File: src/rtl/txq_pkg.sv
package txq_pkg;
  typedef enum logic [1:0] {
    OP_OPEN  = 2'd0,
    OP_CLOSE = 2'd1,
    OP_TXRDY = 2'd2,
    OP_RSVD  = 2'd3
  } cmdOp_e;

  typedef struct packed {
    logic doOpen;
    logic doClose;
    logic doAppend;
  } strobes_t;
endpackage

File: src/rtl/txq_alloc.sv
module txq_alloc #(
  parameter int N  = 8,
  localparam int IW = $clog2(N)
) (
  input  logic          clk,
  input  logic          rstN,
  input  logic          allocEn,
  input  logic          freeEn,
  input  logic [IW-1:0] freeIdx,
  output logic          anyFree,
  output logic [IW-1:0] lowIdx,
  output logic [N-1:0]  freeMask
);
  always_comb begin
    lowIdx = '0;
    for (int i = N - 1; i >= 0; i--) begin
      if (freeMask[i]) lowIdx = IW'(i);
    end
  end

  assign anyFree = |freeMask;

  always_ff @(posedge clk or negedge rstN) begin
    if (!rstN) begin
      freeMask <= '1;
    end else begin
      if (allocEn) freeMask[lowIdx] <= 1'b0;
      if (freeEn)  freeMask[freeIdx] <= 1'b1;
    end
  end
endmodule

File: src/rtl/txq_ctrl.sv
module txq_ctrl
  import txq_pkg::*;
#(
  parameter int ADDR_W = 16,
  parameter int DESC_W = 32,
  parameter int TIME_W = 16,
  parameter int REC_W  = 3
) (
  input  logic              clk,
  input  logic              rstN,
  input  logic              cmdValid,
  output logic              cmdReady,
  input  logic [1:0]        cmdOp,
  input  logic [ADDR_W-1:0] cmdArg,
  input  logic [DESC_W-1:0] cmdDesc,
  input  logic [TIME_W-1:0] curTime,
  input  logic              blkAvail,
  input  logic [ADDR_W-1:0] blkAddr,
  input  logic              closeOk,
  input  logic              recAvail,
  input  logic [REC_W-1:0]  recIdx,
  input  logic              emptyAfterPop,
  output strobes_t          stb,
  output logic [ADDR_W-1:0] argQ,
  output logic [DESC_W-1:0] descQ,
  output logic              indValid,
  output logic              indErr,
  output logic [ADDR_W-1:0] indData,
  output logic              schedValid,
  output logic [TIME_W-1:0] schedTime
);
  typedef enum logic [1:0] {S_IDLE, S_EXEC, S_IND} state_e;
  state_e state;
  cmdOp_e opQ;

  assign cmdReady = (state == S_IDLE);

  always_comb begin
    stb = '0;
    if (state == S_EXEC) begin
      case (opQ)
        OP_OPEN:  stb.doOpen   = blkAvail;
        OP_CLOSE: stb.doClose  = closeOk;
        OP_TXRDY: stb.doAppend = recAvail;
        default:  stb = '0;
      endcase
    end
  end

  always_ff @(posedge clk or negedge rstN) begin
    if (!rstN) begin
      state      <= S_IDLE;
      opQ        <= OP_OPEN;
      argQ       <= '0;
      descQ      <= '0;
      indValid   <= 1'b0;
      indErr     <= 1'b0;
      indData    <= '0;
      schedValid <= 1'b0;
      schedTime  <= '0;
    end else begin
      indValid   <= 1'b0;
      schedValid <= 1'b0;
      case (state)
        S_IDLE: if (cmdValid) begin
          opQ   <= cmdOp_e'(cmdOp);
          argQ  <= cmdArg;
          descQ <= cmdDesc;
          state <= S_EXEC;
        end
        S_EXEC: begin
          indValid <= 1'b1;
          state    <= S_IND;
          case (opQ)
            OP_OPEN: begin
              indErr  <= !blkAvail;
              indData <= blkAvail ? blkAddr : '0;
            end
            OP_CLOSE: begin
              indErr  <= !closeOk;
              indData <= argQ;
            end
            OP_TXRDY: begin
              indErr     <= !recAvail;
              indData    <= {{(ADDR_W - REC_W){1'b0}}, recIdx};
              schedValid <= recAvail && emptyAfterPop;
              schedTime  <= curTime + TIME_W'(1);
            end
            default: begin
              indErr  <= 1'b1;
              indData <= '0;
            end
          endcase
        end
        default: state <= S_IDLE;
      endcase
    end
  end
endmodule

File: src/rtl/txq_data.sv
module txq_data
  import txq_pkg::*;
#(
  parameter int NUM_BLOCKS  = 8,
  parameter int BLOCK_WORDS = 16,
  parameter int POOL_BASE   = 'h400,
  parameter int ADDR_W      = 16,
  parameter int NUM_RECS    = 8,
  parameter int VC_W        = 8,
  parameter int DESC_W      = 32,
  localparam int BLK_IW = $clog2(NUM_BLOCKS),
  localparam int REC_W  = $clog2(NUM_RECS),
  localparam int BLK_SH = $clog2(BLOCK_WORDS)
) (
  input  logic              clk,
  input  logic              rstN,
  input  strobes_t          stb,
  input  logic [ADDR_W-1:0] argQ,
  input  logic [DESC_W-1:0] descQ,
  input  logic              popReq,
  output logic              blkAvail,
  output logic [ADDR_W-1:0] blkAddr,
  output logic              closeOk,
  output logic              recAvail,
  output logic [REC_W-1:0]  recIdx,
  output logic              emptyAfterPop,
  output logic              headValid,
  output logic [REC_W-1:0]  headIdx,
  output logic [VC_W-1:0]   headVc,
  output logic [DESC_W-1:0] headDesc
);
  localparam logic [ADDR_W-1:0] BASE = ADDR_W'(POOL_BASE);
  localparam logic [ADDR_W-1:0] NBLK = ADDR_W'(NUM_BLOCKS);

  logic [BLK_IW-1:0]     blkLow, closeIdx;
  logic [NUM_BLOCKS-1:0] blkFree;
  logic [NUM_RECS-1:0]   recFree;
  logic [ADDR_W-1:0]     offset;
  logic                  addrOk;

  // channel-table block pool
  txq_alloc #(.N(NUM_BLOCKS)) uBlk (
    .clk(clk), .rstN(rstN), .allocEn(stb.doOpen), .freeEn(stb.doClose),
    .freeIdx(closeIdx), .anyFree(blkAvail), .lowIdx(blkLow), .freeMask(blkFree)
  );

  assign blkAddr  = BASE + (ADDR_W'(blkLow) << BLK_SH);
  assign offset   = argQ - BASE;
  assign closeIdx = offset[BLK_SH +: BLK_IW];
  assign addrOk   = (argQ >= BASE) && (offset[BLK_SH-1:0] == '0) &&
                    ((offset >> BLK_SH) < NBLK);
  assign closeOk  = addrOk && !blkFree[closeIdx];

  // packet-info records and queue linkage
  logic [REC_W-1:0]  recNext [NUM_RECS];
  logic [VC_W-1:0]   recVc   [NUM_RECS];
  logic [DESC_W-1:0] recDesc [NUM_RECS];
  logic [REC_W-1:0]  tailIdx;
  logic              qEmpty, popEff, lastOne;

  assign popEff        = popReq && !qEmpty;
  assign lastOne       = (headIdx == tailIdx);
  assign emptyAfterPop = qEmpty || (popEff && lastOne);
  assign headValid     = !qEmpty;
  assign headVc        = recVc[headIdx];
  assign headDesc      = recDesc[headIdx];

  txq_alloc #(.N(NUM_RECS)) uRec (
    .clk(clk), .rstN(rstN), .allocEn(stb.doAppend), .freeEn(popEff),
    .freeIdx(headIdx), .anyFree(recAvail), .lowIdx(recIdx), .freeMask(recFree)
  );

  always_ff @(posedge clk) begin
    if (stb.doAppend) begin
      recVc[recIdx]   <= argQ[VC_W-1:0];
      recDesc[recIdx] <= descQ;
      if (!emptyAfterPop) recNext[tailIdx] <= recIdx;
    end
  end

  always_ff @(posedge clk or negedge rstN) begin
    if (!rstN) begin
      qEmpty  <= 1'b1;
      headIdx <= '0;
      tailIdx <= '0;
    end else if (stb.doAppend) begin
      tailIdx <= recIdx;
      qEmpty  <= 1'b0;
      if (emptyAfterPop)  headIdx <= recIdx;
      else if (popEff)    headIdx <= recNext[headIdx];
    end else if (popEff) begin
      if (lastOne) qEmpty <= 1'b1;
      else         headIdx <= recNext[headIdx];
    end
  end
endmodule

File: src/rtl/tx_cmd_queue.sv
module tx_cmd_queue
  import txq_pkg::*;
#(
  parameter int NUM_BLOCKS  = 8,
  parameter int BLOCK_WORDS = 16,
  parameter int POOL_BASE   = 'h400,
  parameter int ADDR_W      = 16,
  parameter int NUM_RECS    = 8,
  parameter int VC_W        = 8,
  parameter int DESC_W      = 32,
  parameter int TIME_W      = 16,
  localparam int REC_W = $clog2(NUM_RECS)
) (
  input  logic              clk,
  input  logic              rstN,
  input  logic              cmdValid,
  output logic              cmdReady,
  input  logic [1:0]        cmdOp,
  input  logic [ADDR_W-1:0] cmdArg,
  input  logic [DESC_W-1:0] cmdDesc,
  input  logic [TIME_W-1:0] curTime,
  output logic              indValid,
  output logic              indErr,
  output logic [ADDR_W-1:0] indData,
  output logic              schedValid,
  output logic [TIME_W-1:0] schedTime,
  input  logic              popReq,
  output logic              headValid,
  output logic [REC_W-1:0]  headIdx,
  output logic [VC_W-1:0]   headVc,
  output logic [DESC_W-1:0] headDesc
);
  strobes_t          stb;
  logic [ADDR_W-1:0] argQ, blkAddr;
  logic [DESC_W-1:0] descQ;
  logic              blkAvail, closeOk, recAvail, emptyAfterPop;
  logic [REC_W-1:0]  recIdx;

  txq_ctrl #(.ADDR_W(ADDR_W), .DESC_W(DESC_W), .TIME_W(TIME_W), .REC_W(REC_W)) uCtrl (
    .clk(clk), .rstN(rstN), .cmdValid(cmdValid), .cmdReady(cmdReady), .cmdOp(cmdOp),
    .cmdArg(cmdArg), .cmdDesc(cmdDesc), .curTime(curTime), .blkAvail(blkAvail),
    .blkAddr(blkAddr), .closeOk(closeOk), .recAvail(recAvail), .recIdx(recIdx),
    .emptyAfterPop(emptyAfterPop), .stb(stb), .argQ(argQ), .descQ(descQ),
    .indValid(indValid), .indErr(indErr), .indData(indData),
    .schedValid(schedValid), .schedTime(schedTime)
  );

  txq_data #(.NUM_BLOCKS(NUM_BLOCKS), .BLOCK_WORDS(BLOCK_WORDS), .POOL_BASE(POOL_BASE),
             .ADDR_W(ADDR_W), .NUM_RECS(NUM_RECS), .VC_W(VC_W), .DESC_W(DESC_W)) uData (
    .clk(clk), .rstN(rstN), .stb(stb), .argQ(argQ), .descQ(descQ), .popReq(popReq),
    .blkAvail(blkAvail), .blkAddr(blkAddr), .closeOk(closeOk), .recAvail(recAvail),
    .recIdx(recIdx), .emptyAfterPop(emptyAfterPop), .headValid(headValid),
    .headIdx(headIdx), .headVc(headVc), .headDesc(headDesc)
  );
endmodule

File: config.mk
export PLATFORM = sky130hd
export DESIGN_NAME = tx_cmd_queue
export DESIGN_NICKNAME = d
export VERILOG_FILES = /design/src/rtl/txq_pkg.sv /design/src/rtl/txq_alloc.sv /design/src/rtl/txq_ctrl.sv /design/src/rtl/txq_data.sv /design/src/rtl/tx_cmd_queue.sv
export SDC_FILE = /design/constraint.sdc
export NUM_CORES = 1
export LEC_CHECK = 0
export ABC_AREA = 1
export BUFFER_PORTS_ARGS = -buffer_cell sky130_fd_sc_hd__buf_2
export CAP_MARGIN = 20
export CORE_ASPECT_RATIO = 1.25
export CORE_UTILIZATION = 35
export DETAILED_ROUTE_END_ITERATION = 8
export SYNTH_ARGS = -nofsm -noshare
export SYNTH_HDL_FRONTEND = slang
export SYNTH_SLANG_ARGS = --single-unit
File: constraint.sdc
create_clock -name clk -period 5.5 [get_ports clk]
set_input_delay 1.1 -clock clk [delete_from_list [all_inputs] [get_ports clk]]
set_output_delay 1.1 -clock clk [all_outputs]
set_load 0.02 [all_outputs]
==> out/results.tsv, run 1 <==
stage	metric	value	unit
timing	Final Cycle Share	74.1	%
cts	Clock transition at path regs	0.06	ns
finish	FF/Latch Area	13100	um^2
placement	port buffer count	149	
finish	final instance area	21100	um^2
finish	leading cell type in the layout, fill and taps excluded	edfxtp_1	
detailed_routing	drt total wl	44700	um
placement	DP Area	19600	um^2
timing	Achievable Freq	245	MHz
cts	clk sink count	454	
floorplanning	Initial Util	35.7	%
finish	Layout fillers	4730	
floorplanning	core area	50800	um^2
cts	CTS tree	done	
timing	worst-margin pin slew	1.05	ns
cts	CTS Buf Count	47	
global_routing	vias in the first global route	11700	
detailed_routing	vias per cell	5.04	
floorplanning	# IOs	150	
power	P_leak	7.95	nW
critical_path	WS Path Type	flop to output port	
detailed_routing	drt pass-1 iters	5	
timing	crit path time final	4.08	ns
timing	Hold Worst Slack	0.466	ns
timing	Setup violations, final	0	
cts	post-CTS sizing	0	
critical_path	startpoint class of the critical path	flop	
global_routing	GRT overflow	0	
detailed_routing	DRT antenna net count	0	
power	IR drop worst, VDD	235	uV
finish	fraction of layout cells with a size suffix above 1	18.9	%
flow_run	max-cap violations	0	
power	Tot Pwr	0.0106	W
detailed_routing	First DRT Iteration DRCs	656	
placement	Routability Congestion	0.853	
timing	Max Slew Vio Count	0	
cts	postcts setup bufs	0	
finish	n_diodes	0	
cts	H-Tree Depth	2	
synthesis	Post-synth top flop	edfxtp_1	
detailed_routing	# DRC	0	
cts	Post-CTS Hold Buffers	0	
cts	CTS Buffer Depth	3	
timing	Max-slew headroom	30.3	%
finish	Area growth syn-to-layout	16.5	%
global_routing	GRT Util Overall	17.1	%
timing	skew final	0.0171	ns
placement	dpl hpwl	26000	um
synthesis	Post-synth EDFFs	344	
hold_path	Hold Startpoint	uData.uRec.freeMask[2]	
hold_path	Hold Path Class	flop to flop	
synthesis	number of synthesized register bits	454	
synthesis	Post-Synthesis Cells	1475	
synthesis	Mapped Area	18100	um^2
synthesis	Mapped Nets	1546	
critical_path	Worst Path Arrival	2.98	ns
detailed_routing	Avg WL per Cell	19.3	um
floorplanning	Die X	206	um
global_routing	initial antenna violation count	1	
finish	NumNets Final	1692	
run_status	outcome	finished, final reports clean	
synthesis	fraction of registers with async set/reset	24.2	%
finish	most frequent cells in the layout	edfxtp_1 (344), nand2_1 (250), o21ai_0 (216), nor2_1 (170), buf_2 (148)	
floorplanning	Die H	256	um
cts	worst skew pair latency	0.58	ns
power	P per Cell Area	503	nW/um^2
critical_path	CP Data Required Time	4.40	ns
critical_path	CP max FO	30	
timing	Sum Neg Setup Slack	0	ns
synthesis	sequential element share of the synthesized area	72.3	%
critical_path	worst setup path start	uData.headIdx[2]	
timing	unrepaired setup endpoints after global routing	false	
critical_path	Critical Path Sink Type	output port	
timing	Hold Vio Cnt, Final	0	
cts	CTS root buffer	clkbuf_16	
synthesis	Ys Warns	0	
global_routing	first-pass GRT wire length	68700	um
finish	multi-input logic area	4460	um^2
critical_path	worst r2r src	uData.uRec.freeMask[7]	
detailed_routing	via count	11700	
global_routing	largest net degree at the start of global routing	98	
floorplanning	DIE AREA	52700	um^2
floorplanning	Site Rows	92	
synthesis	post-synthesis cell type count	44	
synthesis	Syn Area/Cell	12.3	um^2
-- final cells by class --
| class | instances | area share (%) |
|---|---|---|
| timing repair buffer | 171 | 4.33 |
| multi-input combinational | 879 | 21.1 |
| clock inverter | 25 | 1.05 |
| tap | 658 | 3.90 |
| sequential | 454 | 62.1 |
| clock buffer | 62 | 6.26 |
| inverter | 68 | 1.24 |
-- layer usage --
layer  wire, um  global-route usage [%]  vias up
li1           -                       -     5521
met1      19100                    21.8     5786
met2      21900                    28.8      321
met3       2830                    4.18       61
met4        888                    4.51        0
met5          0                       0        -
-- Yosys cell counts, types with 2 or more instances --
library cell	instances	area [um^2]
o22ai_1	5	31.3
nand3_1	38	190
dfrtp_1	93	2330
xor2_1	7	61.3
nor2_2	10	62.6
nor2_4	5	56.3
inv_2	7	26.3
inv_1	58	218
a21oi_1	5	25.0
o21ai_0	216	1080
nor3_1	7	35.0
buf_1	3	11.3
a22oi_1	2	15.0
a22o_1	2	17.5
nand2_1	252	946
o21ai_1	3	15.0
a21oi_2	2	17.5
edfxtp_1	344	10300
clkbuf_1	39	146
nor2_1	172	646
xnor2_1	4	35.0
nor3_2	2	20.0
nand2_2	2	12.5
o2111ai_1	40	350
o21a_1	80	601
nand4_1	5	31.3
or2_2	4	25.0
a31oi_1	3	18.8
o211ai_1	5	37.5
buf_4	2	15.0
buf_6	3	33.8
buf_2	27	135
dfstp_2	17	447
-- stage by stage --
step                      util (%)  std cells  worst slack [ns]
after floorplan                  -       1475              2.07
after global placement        38.5       2230              2.02
after detailed placement      38.5       2230              1.95
after CTS                     41.6       2317              1.30
after global routing          41.6       2317              1.22
final                         41.6       2317              1.42
-- worst paths after layout --
check | slack, ns | to | cells after the start
max in group asynchronous | 3.88 | uData.qEmpty | 2
worst max register to register | 2.23 | uData.recDesc[1][19] | 11
worst min register to register | 0.47 | uData.uRec.freeMask[2] | 2
worst min-delay path | 0.47 | uData.uRec.freeMask[2] | 2
min in group asynchronous | 0.63 | uCtrl.indData[11] | 1
worst max-delay path | 1.42 | headVc[7] | 7
-- critical path, cell delays in order, from the launching register on --
cell	delay (ns)
dfrtp_1	0.55
inv_1	0.15
nor2_4	0.46
buf_4	0.53
o21a_1	0.19
o21ai_0	0.07
o2111ai_1	0.18
buf_2	0.23
-- state kept, by name (all words and copies together), names as in the netlist, 16 cells and up --
name / count
uCtrl.argQ: 16
uCtrl.descQ: 32
uData.recNext: 24
uCtrl.schedTime: 16
uData.recVc: 64
uCtrl.indData: 16
uData.recDesc: 256
-- kinds of logic after synthesis --
group                      synth area share [%]
and+or+nand+nor                            11.5
DFF                                        72.3
AOI/OAI and AO/OA                          12.3
buffers and inverters                      3.33
xor gates and xnor gates                  0.531
adders and majority gates                0.0690
-- report_power, final --
part           total (W)  switching (W)  internal [W]
logic            0.00302        0.00210      0.000922
registers        0.00443       0.000300       0.00413
clock network    0.00317        0.00133       0.00184
(Power assumes the default switching activity.)
==> inputs of run 2 (changes only) <==
==> constraint.sdc (replaced) <==
create_clock -name clk -period 3.54 [get_ports clk]
set_input_delay 0.708 -clock clk [delete_from_list [all_inputs] [get_ports clk]]
set_output_delay 0.708 -clock clk [all_outputs]
set_load 0.02 [all_outputs]
==> out/results.tsv, run 2 (synthesis results as in run 1) <==
stage	metric	value	unit	change
critical_path	CP peak stage delay	0.55	ns	about the same
critical_path	Critical Path Sink Type	output port		unchanged
power	total net switching power	0.00582	W	was 0.00373 W
floorplanning	DIE AREA	52700	um^2	unchanged
floorplanning	# IOs	150		unchanged
placement	dpl hpwl	26400	um	was 26000 um
critical_path	FF-to-FF path depth	11		unchanged
detailed_routing	drt pass-1 iters	4		was 5
detailed_routing	Avg WL per Cell	19.0	um	was 19.3 um
critical_path	worst setup path start	uData.headIdx[1]		was uData.headIdx[2]
timing	Final WS setup	0.222	ns	was 1.42 ns
timing	Sum Neg Setup Slack	0	ns	unchanged
finish	Final Util	41.9	%	was 41.6%
cts	worst skew pair latency	0.58	ns	about the same
detailed_routing	First DRT Iteration DRCs	756		was 656
finish	most frequent cells in the layout	edfxtp_1 (344), nand2_1 (250), o21ai_0 (216), nor2_1 (170), buf_2 (148)		unchanged
floorplanning	core area	50800	um^2	unchanged
finish	Largest register FFs	256		unchanged
flow_run	max-cap violations	0		unchanged
critical_path	r2r endpoint	uData.recDesc[1][5]		was uData.recDesc[1][19]
cts	CTS Buffer Depth	3		unchanged
finish	biggest regs	uData.recDesc: 256 flops, uData.recVc: 64 flops, uCtrl.descQ: 32 flops		unchanged
finish	Area growth syn-to-layout	17.4	%	was 16.5%
cts	H-Tree Depth	2		unchanged
detailed_routing	via count	11600		was 11700
timing	Max Slew Vio Count	0		unchanged
power	clock power share	28.8	%	was 29.8%
cts	CTS Buf Count	47		unchanged
floorplanning	Initial Util	35.7	%	unchanged
global_routing	GRT overflow	0		unchanged
global_routing	vias in the first global route	11600		was 11700
critical_path	WS Path Type	flop to output port		unchanged
hold_path	Hold Path Class	input pin to asynchronous set/reset pin		was flop to flop
cts	Clock transition at path regs	0.06	ns	about the same
finish	fraction of layout cells with a size suffix above 1	18.9	%	about the same
power	Tot Pwr	0.0165	W	was 0.0106 W
placement	port buffer count	149		unchanged
placement	Routability Congestion	0.810		was 0.853
detailed_routing	drt total wl	44100	um	was 44700 um
critical_path	worst r2r src	uData.uRec.freeMask[7]		unchanged
timing	Hold Vio Cnt, Final	0		unchanged
timing	unrepaired setup endpoints after global routing	false		unchanged
cts	CTS tree	done		unchanged
power	Pint	0.0107	W	was 0.00689 W
critical_path	CP max FO	24		was 30
run_status	outcome	finished, final reports clean		unchanged
power	P_leak	7.99	nW	was 7.95 nW
timing	worst-margin pin slew	0.694	ns	was 1.05 ns
global_routing	first-pass GRT wire length	68400	um	was 68700 um
global_routing	initial antenna violation count	2		was 1
critical_path	CP Data Required Time	2.83	ns	was 4.40 ns
floorplanning	Site Rows	92		unchanged
finish	NumNets Final	1702		was 1692
placement	dpl ws	0.727	ns	was 1.95 ns
finish	Top reg by flops	uData.recDesc		unchanged
critical_path	reg-to-reg setup timing slack	0.81	ns	was 2.23 ns
global_routing	GRT Util Overall	17.0	%	was 17.1%
global_routing	largest net degree at the start of global routing	111		was 98
cts	CTS root buffer	clkbuf_16		unchanged
critical_path	Worst Path Arrival	2.61	ns	was 2.98 ns
power	sequential share of power	42.0	%	was 41.7%
detailed_routing	vias per cell	4.99		was 5.04
timing	Achievable Freq	301	MHz	
floorplanning	Die X	206	um	unchanged
power	Comb pwr share	29.2	%	was 28.5%
timing	skew final	0.0127	ns	was 0.0171 ns
timing	Max-slew headroom	53.6	%	was 30.3%
power	Sw Ratio	35.3	%	was 35.1%
finish	leading cell type in the layout, fill and taps excluded	edfxtp_1		unchanged
power	P per Cell Area	775	nW/um^2	was 503 nW/um^2
detailed_routing	DRT antenna net count	0		unchanged
detailed_routing	# DRC	0		unchanged
cts	Post-CTS Hold Buffers	0		unchanged
floorplanning	Die H	256	um	unchanged
critical_path	critical-path cell list	nand2_2 -> buf_4 -> nor2_1 -> o21ai_0 -> o2111ai_1 -> buf_2		was inv_1 -> nor2_4 -> buf_4 -> o21a_1 -> o21ai_0 -> o2111ai_1 -> buf_2
timing	Setup violations, final	0		unchanged
timing	Final Cycle Share	93.7	%	
timing	crit path time final	3.32	ns	
critical_path	startpoint class of the critical path	flop		unchanged
cts	clk sink count	454		unchanged
power	IR drop worst, VDD	459	uV	was 235 uV
critical_path	slowest CP cell	dfrtp_1		unchanged
run 2: changes by cell type in the layout (fill, tap and decap cells not counted), moves of 3 or more:
cell / delta
clkbuf_1: +6
clkinv_2: -5
buf_12: +12
clkinv_1: +3
clkbuf_8: -5
run 2: routing by layer:
metal  up-vias  GRT usage (%)  share of wire (%)
li1       5546              -                  -
met4         2           4.65                2.1
met3        63           3.91                5.8
met2       293           28.8                 50
met5         -              0              0.023
met1      5722           21.5                 42
run 2: what timing repair did:
action	4_1_cts	5_1_grt
setup endpoints to repair	0	1
setup buffers	0	2
gates resized for setup	0	0
run 2: power groups by stage:
stage	clock network, W	logic (W)	registers [W]
floorplan	0	0.00298	0.00702
global placement	0	0.00485	0.00700
detailed placement	0	0.00489	0.00702
CTS	0.00487	0.00490	0.00693
global route	0.00506	0.00531	0.00699
finish	0.00475	0.00482	0.00692
run 2: cell type report:
cell class,count,area (um^2)
Tap cell,658,823
Inverter,68,263
Clock buffer,63,1280
Clock inverter,25,204
Multi-Input combinational cell,879,4460
Sequential cell,454,13100
Antenna cell,1,2.50
Fill cell,4699,29500
Timing Repair Buffer,181,1140
run 2: worst max-delay path by stage:
stage | to | slack, ns | depth (start not counted)
after detailed placement | headDesc[18] | 0.73 | 7
after CTS | headDesc[18] | 0.09 | 7
after global routing | headDesc[3] | 0.05 | 6
after floorplan | uData.recDesc[1][0] | 0.11 | 10
final | headDesc[3] | 0.22 | 6
after global placement | headDesc[18] | 0.80 | 7
run 2: worst max-delay path, delay by kind of cell (launching register included):
kind | cells | cell delay (ns)
simple gates | 2 | 0.60
buf+inv | 2 | 0.60
flops | 1 | 0.55
compound gates | 2 | 0.27
run 2: per-stage QoR:
step / area, um^2 / hold WS, ns / std cells
after CTS: 21300 / 0.243 / 2326
after global routing: 21300 / 0.257 / 2328
after detailed placement: 19800 / 0.456 / 2238
final: 21300 / 0.207 / 2329
after floorplan: 18100 / 0.412 / 1475
after global placement: 19800 / 0.457 / 2238
